[src/rtl/tlb_pkg.sv]
package tlb_pkg;
  // Entry tag compare: valid and both tags equal.
  function automatic logic tag_hit(input logic vld, input logic [63:0] vpn_e,
                                   input logic [63:0] vpn_r, input logic [63:0] asid_e,
                                   input logic [63:0] asid_r);
    return vld && (vpn_e == vpn_r) && (asid_e == asid_r);
  endfunction

  // Lowest index whose valid bit is clear (0 when none is clear).
  function automatic int first_free(input logic [63:0] vld, input int n);
    int r;
    r = 0;
    for (int i = n - 1; i >= 0; i--) if (!vld[i]) r = i;
    return r;
  endfunction

  // Rotating pointer step with wrap.
  function automatic int rr_next(input int ptr, input int n);
    return (ptr + 1 >= n) ? 0 : ptr + 1;
  endfunction
endpackage

[src/rtl/tlb_entry_array.sv]
module tlb_entry_array #(
  parameter int N    = 8,
  parameter int VW   = 27,
  parameter int PW   = 20,
  parameter int AW   = 16,
  parameter int IW   = $clog2(N)
) (
  input  logic          clk,
  input  logic          rst_n,
  input  logic [VW-1:0] look_vpn,
  input  logic [AW-1:0] cur_asid,
  output logic          hit,
  output logic [PW-1:0] hit_ppn,
  output logic [N-1:0]  valid_vec,
  input  logic          we,
  input  logic [IW-1:0] widx,
  input  logic [VW-1:0] wvpn,
  input  logic [PW-1:0] wppn,
  input  logic          fence_valid,
  input  logic          fence_use_va,
  input  logic [VW-1:0] fence_vpn,
  input  logic          fence_use_asid,
  input  logic [AW-1:0] fence_asid
);
  logic [N-1:0]  valid_q;
  logic [VW-1:0] vpn_q  [N];
  logic [PW-1:0] ppn_q  [N];
  logic [AW-1:0] asid_q [N];
  logic [N-1:0]  match_v;
  logic [N-1:0]  inval_v;

  for (genvar g = 0; g < N; g++) begin : g_ent
    assign match_v[g] = tlb_pkg::tag_hit(valid_q[g], 64'(vpn_q[g]), 64'(look_vpn),
                                         64'(asid_q[g]), 64'(cur_asid));
    assign inval_v[g] = fence_valid
                        && (!fence_use_va   || vpn_q[g]  == fence_vpn)
                        && (!fence_use_asid || asid_q[g] == fence_asid);

    always_ff @(posedge clk) begin
      if (!rst_n)                          valid_q[g] <= 1'b0;
      else if (inval_v[g])                 valid_q[g] <= 1'b0;
      else if (we && widx == IW'(g))       valid_q[g] <= 1'b1;
    end

    always_ff @(posedge clk) begin
      if (we && widx == IW'(g)) begin
        vpn_q[g]  <= wvpn;
        ppn_q[g]  <= wppn;
        asid_q[g] <= cur_asid;
      end
    end
  end

  always_comb begin
    hit_ppn = '0;
    for (int i = 0; i < N; i++) if (match_v[i]) hit_ppn = hit_ppn | ppn_q[i];
  end

  assign hit       = |match_v;
  assign valid_vec = valid_q;

  assert_onehot_hit_R1: assert property (@(posedge clk) disable iff (!rst_n)
    $onehot0(match_v));
  assert_refill_lands_R4: assert property (@(posedge clk) disable iff (!rst_n)
    we |=> valid_q[$past(widx)]);
  assert_fence_all_R7: assert property (@(posedge clk) disable iff (!rst_n)
    fence_valid && !fence_use_va && !fence_use_asid |=> valid_q == '0);
endmodule

[src/rtl/tlb_victim_sel.sv]
module tlb_victim_sel #(
  parameter int N  = 8,
  parameter int IW = $clog2(N)
) (
  input  logic          clk,
  input  logic          rst_n,
  input  logic [N-1:0]  valid_vec,
  input  logic          advance,
  output logic [IW-1:0] idx
);
  logic [IW-1:0] ptr_q;
  logic          full;

  assign full = &valid_vec;
  assign idx  = full ? ptr_q : IW'(tlb_pkg::first_free(64'(valid_vec), N));

  always_ff @(posedge clk) begin
    if (!rst_n)               ptr_q <= '0;
    else if (advance && full) ptr_q <= IW'(tlb_pkg::rr_next(int'(ptr_q), N));
  end

  assert_free_slot_R6: assert property (@(posedge clk) disable iff (!rst_n)
    !full |-> !valid_vec[idx]);
endmodule

[src/rtl/tlb_walk_ctrl.sv]
module tlb_walk_ctrl #(
  parameter int VW = 27,
  parameter int AW = 16
) (
  input  logic          clk,
  input  logic          rst_n,
  input  logic          lk_valid,
  input  logic [VW-1:0] lk_vpn,
  input  logic          lk_hit,
  input  logic [AW-1:0] cur_asid,
  input  logic          rsp_valid,
  input  logic          fence_valid,
  output logic          walk_req,
  output logic [VW-1:0] walk_vpn,
  output logic          refill_we,
  output logic          asid_chg
);
  logic          pending_q;
  logic          req_q;
  logic [VW-1:0] vpn_q;
  logic [AW-1:0] asid_q;
  logic          issue;
  logic          accept;

  assign asid_chg  = cur_asid != asid_q;
  assign issue     = lk_valid && !lk_hit && !pending_q && !asid_chg;
  assign accept    = rsp_valid && pending_q && !asid_chg;
  assign refill_we = accept && !fence_valid;

  always_ff @(posedge clk) begin
    if (!rst_n) begin
      pending_q <= 1'b0;
      req_q     <= 1'b0;
      vpn_q     <= '0;
      asid_q    <= '0;
    end else begin
      asid_q <= cur_asid;
      req_q  <= issue;
      if (issue) vpn_q <= lk_vpn;
      if (asid_chg || accept) pending_q <= 1'b0;
      else if (issue)         pending_q <= 1'b1;
    end
  end

  assign walk_req = req_q;
  assign walk_vpn = vpn_q;

  assert_single_pulse_R3: assert property (@(posedge clk) disable iff (!rst_n)
    req_q |=> !req_q);
  assert_no_req_open_R3: assert property (@(posedge clk) disable iff (!rst_n)
    pending_q |=> !req_q);
  assert_cancel_R5: assert property (@(posedge clk) disable iff (!rst_n)
    asid_chg |=> !pending_q);
endmodule

[src/rtl/asid_tlb.sv]
module asid_tlb #(
  parameter int ENTRIES = 8,
  parameter int VPN_W   = 27,
  parameter int PPN_W   = 20,
  parameter int ASID_W  = 16
) (
  input  logic              clk,
  input  logic              rst_n,
  input  logic [ASID_W-1:0] cur_asid,
  input  logic              lk_valid,
  input  logic [VPN_W-1:0]  lk_vpn,
  output logic              lk_hit,
  output logic [PPN_W-1:0]  lk_ppn,
  output logic              walk_req_valid,
  output logic [VPN_W-1:0]  walk_req_vpn,
  input  logic              walk_rsp_valid,
  input  logic [PPN_W-1:0]  walk_rsp_ppn,
  input  logic              fence_valid,
  input  logic              fence_use_va,
  input  logic [VPN_W-1:0]  fence_vpn,
  input  logic              fence_use_asid,
  input  logic [ASID_W-1:0] fence_asid
);
  localparam int IDX_W = $clog2(ENTRIES);

  logic [ENTRIES-1:0] valid_vec;
  logic [IDX_W-1:0]   victim;
  logic               refill_we;
  logic               asid_chg;

  tlb_walk_ctrl #(.VW(VPN_W), .AW(ASID_W)) u_walk (
    .clk(clk), .rst_n(rst_n), .lk_valid(lk_valid), .lk_vpn(lk_vpn), .lk_hit(lk_hit),
    .cur_asid(cur_asid), .rsp_valid(walk_rsp_valid), .fence_valid(fence_valid),
    .walk_req(walk_req_valid), .walk_vpn(walk_req_vpn), .refill_we(refill_we),
    .asid_chg(asid_chg));

  tlb_victim_sel #(.N(ENTRIES), .IW(IDX_W)) u_vict (
    .clk(clk), .rst_n(rst_n), .valid_vec(valid_vec), .advance(refill_we), .idx(victim));

  tlb_entry_array #(.N(ENTRIES), .VW(VPN_W), .PW(PPN_W), .AW(ASID_W), .IW(IDX_W)) u_arr (
    .clk(clk), .rst_n(rst_n), .look_vpn(lk_vpn), .cur_asid(cur_asid), .hit(lk_hit),
    .hit_ppn(lk_ppn), .valid_vec(valid_vec), .we(refill_we), .widx(victim),
    .wvpn(walk_req_vpn), .wppn(walk_rsp_ppn), .fence_valid(fence_valid),
    .fence_use_va(fence_use_va), .fence_vpn(fence_vpn), .fence_use_asid(fence_use_asid),
    .fence_asid(fence_asid));

  assert_asid_keeps_entries_R5: assert property (@(posedge clk) disable iff (!rst_n)
    asid_chg && !fence_valid |=> valid_vec == $past(valid_vec));
  assert_fence_blocks_refill_R8: assert property (@(posedge clk) disable iff (!rst_n)
    fence_valid && walk_rsp_valid && !fence_use_va && !fence_use_asid |=> !lk_hit || !rst_n
      || valid_vec == '0);
endmodule

[config.mk]
export PLATFORM = sky130hd
export DESIGN_NAME = asid_tlb
export DESIGN_NICKNAME = d
export VERILOG_FILES = /design/src/rtl/tlb_pkg.sv /design/src/rtl/tlb_entry_array.sv /design/src/rtl/tlb_victim_sel.sv /design/src/rtl/tlb_walk_ctrl.sv /design/src/rtl/asid_tlb.sv
export SDC_FILE = /design/constraint.sdc
export NUM_CORES = 1
export LEC_CHECK = 0
export CAP_MARGIN = 5
export CORE_UTILIZATION = 35
export CTS_CLUSTER_SIZE = 16
export DETAILED_ROUTE_END_ITERATION = 7
export GPL_TIMING_DRIVEN = 0
export MAX_ROUTING_LAYER = met4
export REMOVE_ABC_BUFFERS = 1
export SETUP_SLACK_MARGIN = 0.4
export SLEW_MARGIN = 20
export SYNTH_ARGS = -nofsm -noshare
export SYNTH_HDL_FRONTEND = slang
export SYNTH_SLANG_ARGS = --single-unit
[constraint.sdc]
create_clock -name clk -period 23.5 [get_ports clk]
set_clock_uncertainty 0.2 [all_clocks]
set_input_delay 5.875 -clock clk [delete_from_list [all_inputs] [get_ports clk]]
set_output_delay 5.875 -clock clk [all_outputs]
set_load 0.02 [all_outputs]
==> metrics, run 1 <==
status=finished, final reports clean; mean routed wirelength per cell=33.2 µm; min Tclk post-route=16.88 ns; VDD IR-drop max=62.8 µV; port buffer count=161; Ports=162; Die X=276 µm; clk sinks=560; period utilization=71.8%; Post-Syn Area per Cell=13.8 µm²; CP Data Arrival Time=10.80 ns; Layout area overhead=19.9%; Clock Path Buffers=3; final WL=103000 µm; LEAKAGE=11.3 nW; post-DP HPWL=76100 µm; H-tree depth=2; top cells by area, synth=edfxtp_1, xor2_1, xnor2_1; Area after DPL=29600 µm²; FF+latch count, synth=560; number of global-route vias before repair=17300; GRT overflow=0; CTS tree=built; CP required=17.43 ns; post-route cell area=31600 µm²; DRC=0; part of the Yosys area used for sequential elements=61.7%; Total GRT Usage=27.6%; largest net degree at the start of global routing=43; final setup fails=0; initial antenna violation count=6; clock transition at the registers of the reported paths=0.06 ns; post-CTS setup buffers=0; Core Rows=100; Hold Buf Count CTS=0; post-synth top area share=57.5%; Synth async-reset ratio=0%; routability cong.=1.02; total power=2.20 mW; fillers=6832; final hold vios=0; drt pass-1 iters=7; CP Class=primary input to primary output; RSZ-0062 raised after global routing=false; CTS Buf Count=60; top cells by count, synth=xor2_1, edfxtp_1, xnor2_1; Starting Density=35.4%; TNS Setup=0 ns; worst relative slew slack=14.7%; via count=17800; DRT iter0 DRCs=2223; Layout Utilization=42.4%; pwr dens=69.9 nW/µm²; Yosys warning count=0; ys flop type=edfxtp_1; critical path endpoint category=primary output; clk_lat worst skew=0.68 ns; R2R Setup Slk=19.00 ns; die height=276 µm; drt via density=5.72; layout cells sized above 1=9.51%; Nets=2207; first-pass GRT wire length=142000 µm; cell taking the most area after synthesis=edfxtp_1; Worst Hold Class=flip-flop to flip-flop; post-synthesis cell area=26300 µm²; Worst Tran Pin Value=1.27 ns; Post-synth EDFFs=504; cell with the most instances after synthesis=xor2_1; root buffer cell=clkbuf_16; Cells after Synth=1909; Startpoint Class=primary input; max-cap violations=0; core area=74400 µm²; die area=76300 µm²; number of distinct library cells after synthesis=45; Post-CTS Resized=0; Place WS=6.87 ns; FMAX=59.3 MHz; Max FO, Critical Path=9; Max Transition Viols Final=0; setup slack after layout=6.62 ns; post-route ant nets=0
[cell families after synthesis]
family / synth area share [%]
buffers and inverters: 2.31
xor gates and xnor gates: 23.3
AOI/OAI and AO/OA: 4.77
and+or+nand+nor: 7.76
muxes: 0.0380
adders and majority gates: 0.0475
DFF: 61.7
[stage by stage]
stage                     cells  hold WS (ns)
after global routing       3114         0.357
after CTS                  3113         0.295
after floorplan            1781         0.257
after detailed placement   3000         0.286
after global placement     2911         0.271
final                      3114         0.292
[final timing paths]
kind	start	end	cells past startpoint
setup reg to reg	u_walk.asid_q[6]	u_arr.ppn_q[0][15]	10
hold reg to reg	u_walk.pending_q	u_walk.pending_q	2
hold / removal	u_walk.pending_q	u_walk.pending_q	2
setup / recovery	lk_vpn[9]	lk_ppn[19]	12
[critical path: stages]
cell	delay, ns
clkdlybuf4s50_1	0.99
xnor2_1	0.89
nand4_1	0.51
or4_1	0.70
nor3_2	0.18
buf_4	0.24
buf_4	0.23
buf_4	0.23
a22o_1	0.16
a221oi_1	0.05
nand3_1	0.11
clkdlybuf4s50_1	0.62
[placed cells by master, fill, tap and decap left out, types with 5 or more instances in the layout]
master / netlist / layout
nand2_1: 18 / 18
clkinv_2: 0 / 13
o41ai_1: 8 / 8
buf_16: 0 / 6
buf_4: 1 / 54
a22o_1: 20 / 20
xor2_1: 520 / 520
a31oi_1: 5 / 5
clkbuf_16: 0 / 60
dfxtp_1: 56 / 56
xnor2_1: 182 / 182
nor4_1: 133 / 129
o31ai_1: 27 / 27
edfxtp_1: 504 / 504
bufinv_16: 0 / 6
buf_6: 4 / 20
clkinv_1: 0 / 11
a22oi_1: 40 / 40
nand3_1: 39 / 39
a21oi_1: 31 / 31
or4_1: 7 / 5
a221oi_1: 21 / 21
inv_1: 7 / 5
clkdlybuf4s50_1: 0 / 159
clkbuf_1: 63 / 14
and2_1: 17 / 17
buf_2: 54 / 8
nor3_2: 0 / 11
nand4_1: 96 / 96
[power breakdown]
group	total (mW)	internal, mW	leakage, nW	switching, mW
clock	0.969	0.551	0.976	0.418
combinational	0.156	0.0496	4.78	0.107
sequential	1.08	1.08	5.56	0.000634
total	2.20	1.68	11.3	0.526
[per-layer routing]
metal / GRT usage, % / vias to the layer above / wire length (µm)
li1: - / 7438 / -
met1: 36.7 / 9214 / 43000
met2: 42.5 / 988 / 47500
met3: 5.05 / 160 / 9070
met4: 9.20 / 0 / 3840
met5: - / - / 0
[registers in the layout, indices dropped and copies added (netlist names)]
register and flops:
u_arr.vpn_q 216, u_arr.ppn_q 160, u_arr.asid_q 128, u_walk.walk_vpn 27, u_walk.asid_q 16, u_arr.valid_vec 8
u_vict.ptr_q 3, u_walk.pending_q 1, u_walk.walk_req 1
[layout make-up]
cell class | count | area [µm²] | area share, %
Tap cell | 969 | 1210 | 3.84
Inverter | 7 | 28.8 | 0.0912
Sequential cell | 560 | 16300 | 51.5
Clock buffer | 78 | 1610 | 5.10
Clock inverter | 35 | 393 | 1.24
Multi-Input combinational cell | 1214 | 9570 | 30.3
Antenna cell | 1 | 2.50 | 0.00793
Timing Repair Buffer | 250 | 2490 | 7.88
Note: power is estimated with default switching activity, not from simulation.
==> run 2: changes to the inputs <==
clock period = 15.92 ns   (was 23.5 ns; I/O delays follow)
==> results of run 2 <==
Same layout as run 1 (identical final DEF). Status: finished, final reports clean.
Among the figures that moved: setup slack after placement 6.87 ns -> 3.08 ns; setup slack after layout 6.62 ns -> 2.83 ns; register-to-register setup slack 19.00 ns -> 11.42 ns; total power 2.20 mW -> 3.25 mW; worst IR drop on VDD 62.8 µV -> 92.7 µV
==> run 3: changes to the inputs <==
clock period = 10.6 ns   (was 15.92 ns; I/O delays follow)
==> metrics, run 3 (synthesized netlist as in run 1, its figures left out) <==
Sequential Area=16300 µm²; clk sinks=560; post-route cell area=31600 µm²; R2R depth=10; Starting Density=35.4%; Worst Tran Pin Value=1.23 ns; core area=74400 µm²; Top Layer Used=met4; GRT overflow=0; period utilization=95.8%; RSZ-0062 raised after global routing=false; port buffer count=161; final setup fails=0; die area=76300 µm²; fin cells=3115; H-tree depth=2; worst relative slew slack=17.4%; Total GRT Usage=27.6%; first-pass GRT wire length=142000 µm; total power=4.88 mW; LEAKAGE=11.3 nW; Core Rows=100; setup slack after layout=0.445 ns; post-DP HPWL=76100 µm; drt via density=5.67; Max FO, Critical Path=9; drt pass-1 iters=7; DRT iter0 DRCs=2083; routability cong.=1.02; post-route ant nets=0; footprint of the multi-input gates=9580 µm²; Hold Buf Count CTS=0; critical path endpoint category=primary output; CP required=7.75 ns; pwr dens=155 nW/µm²; largest net degree at the start of global routing=43; number of global-route vias before repair=17300; mean routed wirelength per cell=33.2 µm; Hold Path Depth=2; fillers=6832; via count=17700; Max Transition Viols Final=0; CTS Buf Count=60; FMAX=98.5 MHz; Ports=162; dpl cells=3000; final WL=103000 µm; VDD IR-drop max=139 µV; status=finished, final reports clean; die height=276 µm; clock transition at the registers of the reported paths=0.06 ns; Regs by FF count=u_arr.vpn_q: 216 flops, u_arr.ppn_q: 160 flops, u_arr.asid_q: 128 flops; root buffer cell=clkbuf_16; met2 routed WL=47500 µm; Nets=2207; Layout Utilization=42.4%; Layout area overhead=19.9%; layout cells sized above 1=9.56%; initial antenna violation count=6; Clock Path Buffers=3; Area after DPL=29600 µm²; clk_lat worst skew=0.68 ns; min Tclk post-route=10.15 ns; commonest non-fill, non-tap cell in the layout=xor2_1; CTS tree=built; max-cap violations=0; metal3 WL=9000 µm; most frequent cells in the layout=xor2_1, edfxtp_1, xnor2_1; Die X=276 µm; final hold vios=0; M1 WL=43200 µm; Worst Hold Class=flip-flop to flip-flop; Place WS=0.417 ns; DRC=0; CP Class=primary input to primary output; Largest Register=u_arr.vpn_q; CP Data Arrival Time=7.30 ns; Startpoint Class=primary input; flip-flop count of the largest register after layout=216
==> run 3: cell types whose count changed in the layout (fill, tap and decap cells not counted), sizes merged <==
cell,before,now
diode,1,2
==> run 3: worst max-delay path, stage by stage <==
cell and delay, ns:
clkdlybuf4s50_1 0.99, xnor2_2 0.68, nand4_1 0.45, or4_1 0.69
nor3_2 0.17, buf_4 0.24, buf_4 0.23, buf_4 0.23
a22o_1 0.16, a221oi_1 0.05, nand3_1 0.11, clkdlybuf4s50_1 0.62
==> run 3: worst paths after layout <==
kind | start | endpoint | slack, ns
max | lk_vpn[9] | lk_ppn[19] | 0.45
min | u_walk.pending_q | u_walk.pending_q | 0.30
max reg2reg | u_walk.asid_q[6] | u_arr.ppn_q[0][15] | 6.04
min reg2reg | u_walk.pending_q | u_walk.pending_q | 0.30
==> run 3: report_power, final <==
group	leakage, nW	internal (mW)	total [mW]	switching (mW)
Clock	0.976	1.22	2.15	0.925
Sequential	5.56	2.39	2.39	0.00141
Combinational	4.79	0.110	0.346	0.236
==> run 3: routing by layer <==
| layer | GRT usage, % | vias up |
|---|---|---|
| met1 | 36.7 | 9103 |
| li1 | - | 7449 |
| met5 | - | - |
| met2 | 42.5 | 959 |
| met3 | 5.05 | 139 |
| met4 | 9.20 | 0 |
==> run 3: area by class of cell <==
| type | instances | share of cell area [%] |
|---|---|---|
| clock buffer | 78 | 5.10 |
| clock inverter | 35 | 1.24 |
| antenna | 2 | 0.0159 |
| sequential | 560 | 51.5 |
| tap | 969 | 3.84 |
| timing repair buffer | 250 | 7.88 |
| multi-input combinational | 1214 | 30.3 |
| inverter | 7 | 0.0912 |
==> run 3: per-stage QoR <==
stage | hold slack (ns) | setup TNS, ns
after floorplan | 0.257 | 0
after global placement | 0.271 | -1797.04
after detailed placement | 0.286 | 0
after CTS | 0.295 | 0
after global routing | 0.357 | 0
final | 0.299 | 0
==> run 3: what timing repair did <==
action | in CTS | in global routing
gates resized for setup | 0 | 1
setup endpoints to repair | 0 | 5
buffers inserted | 0 | 0
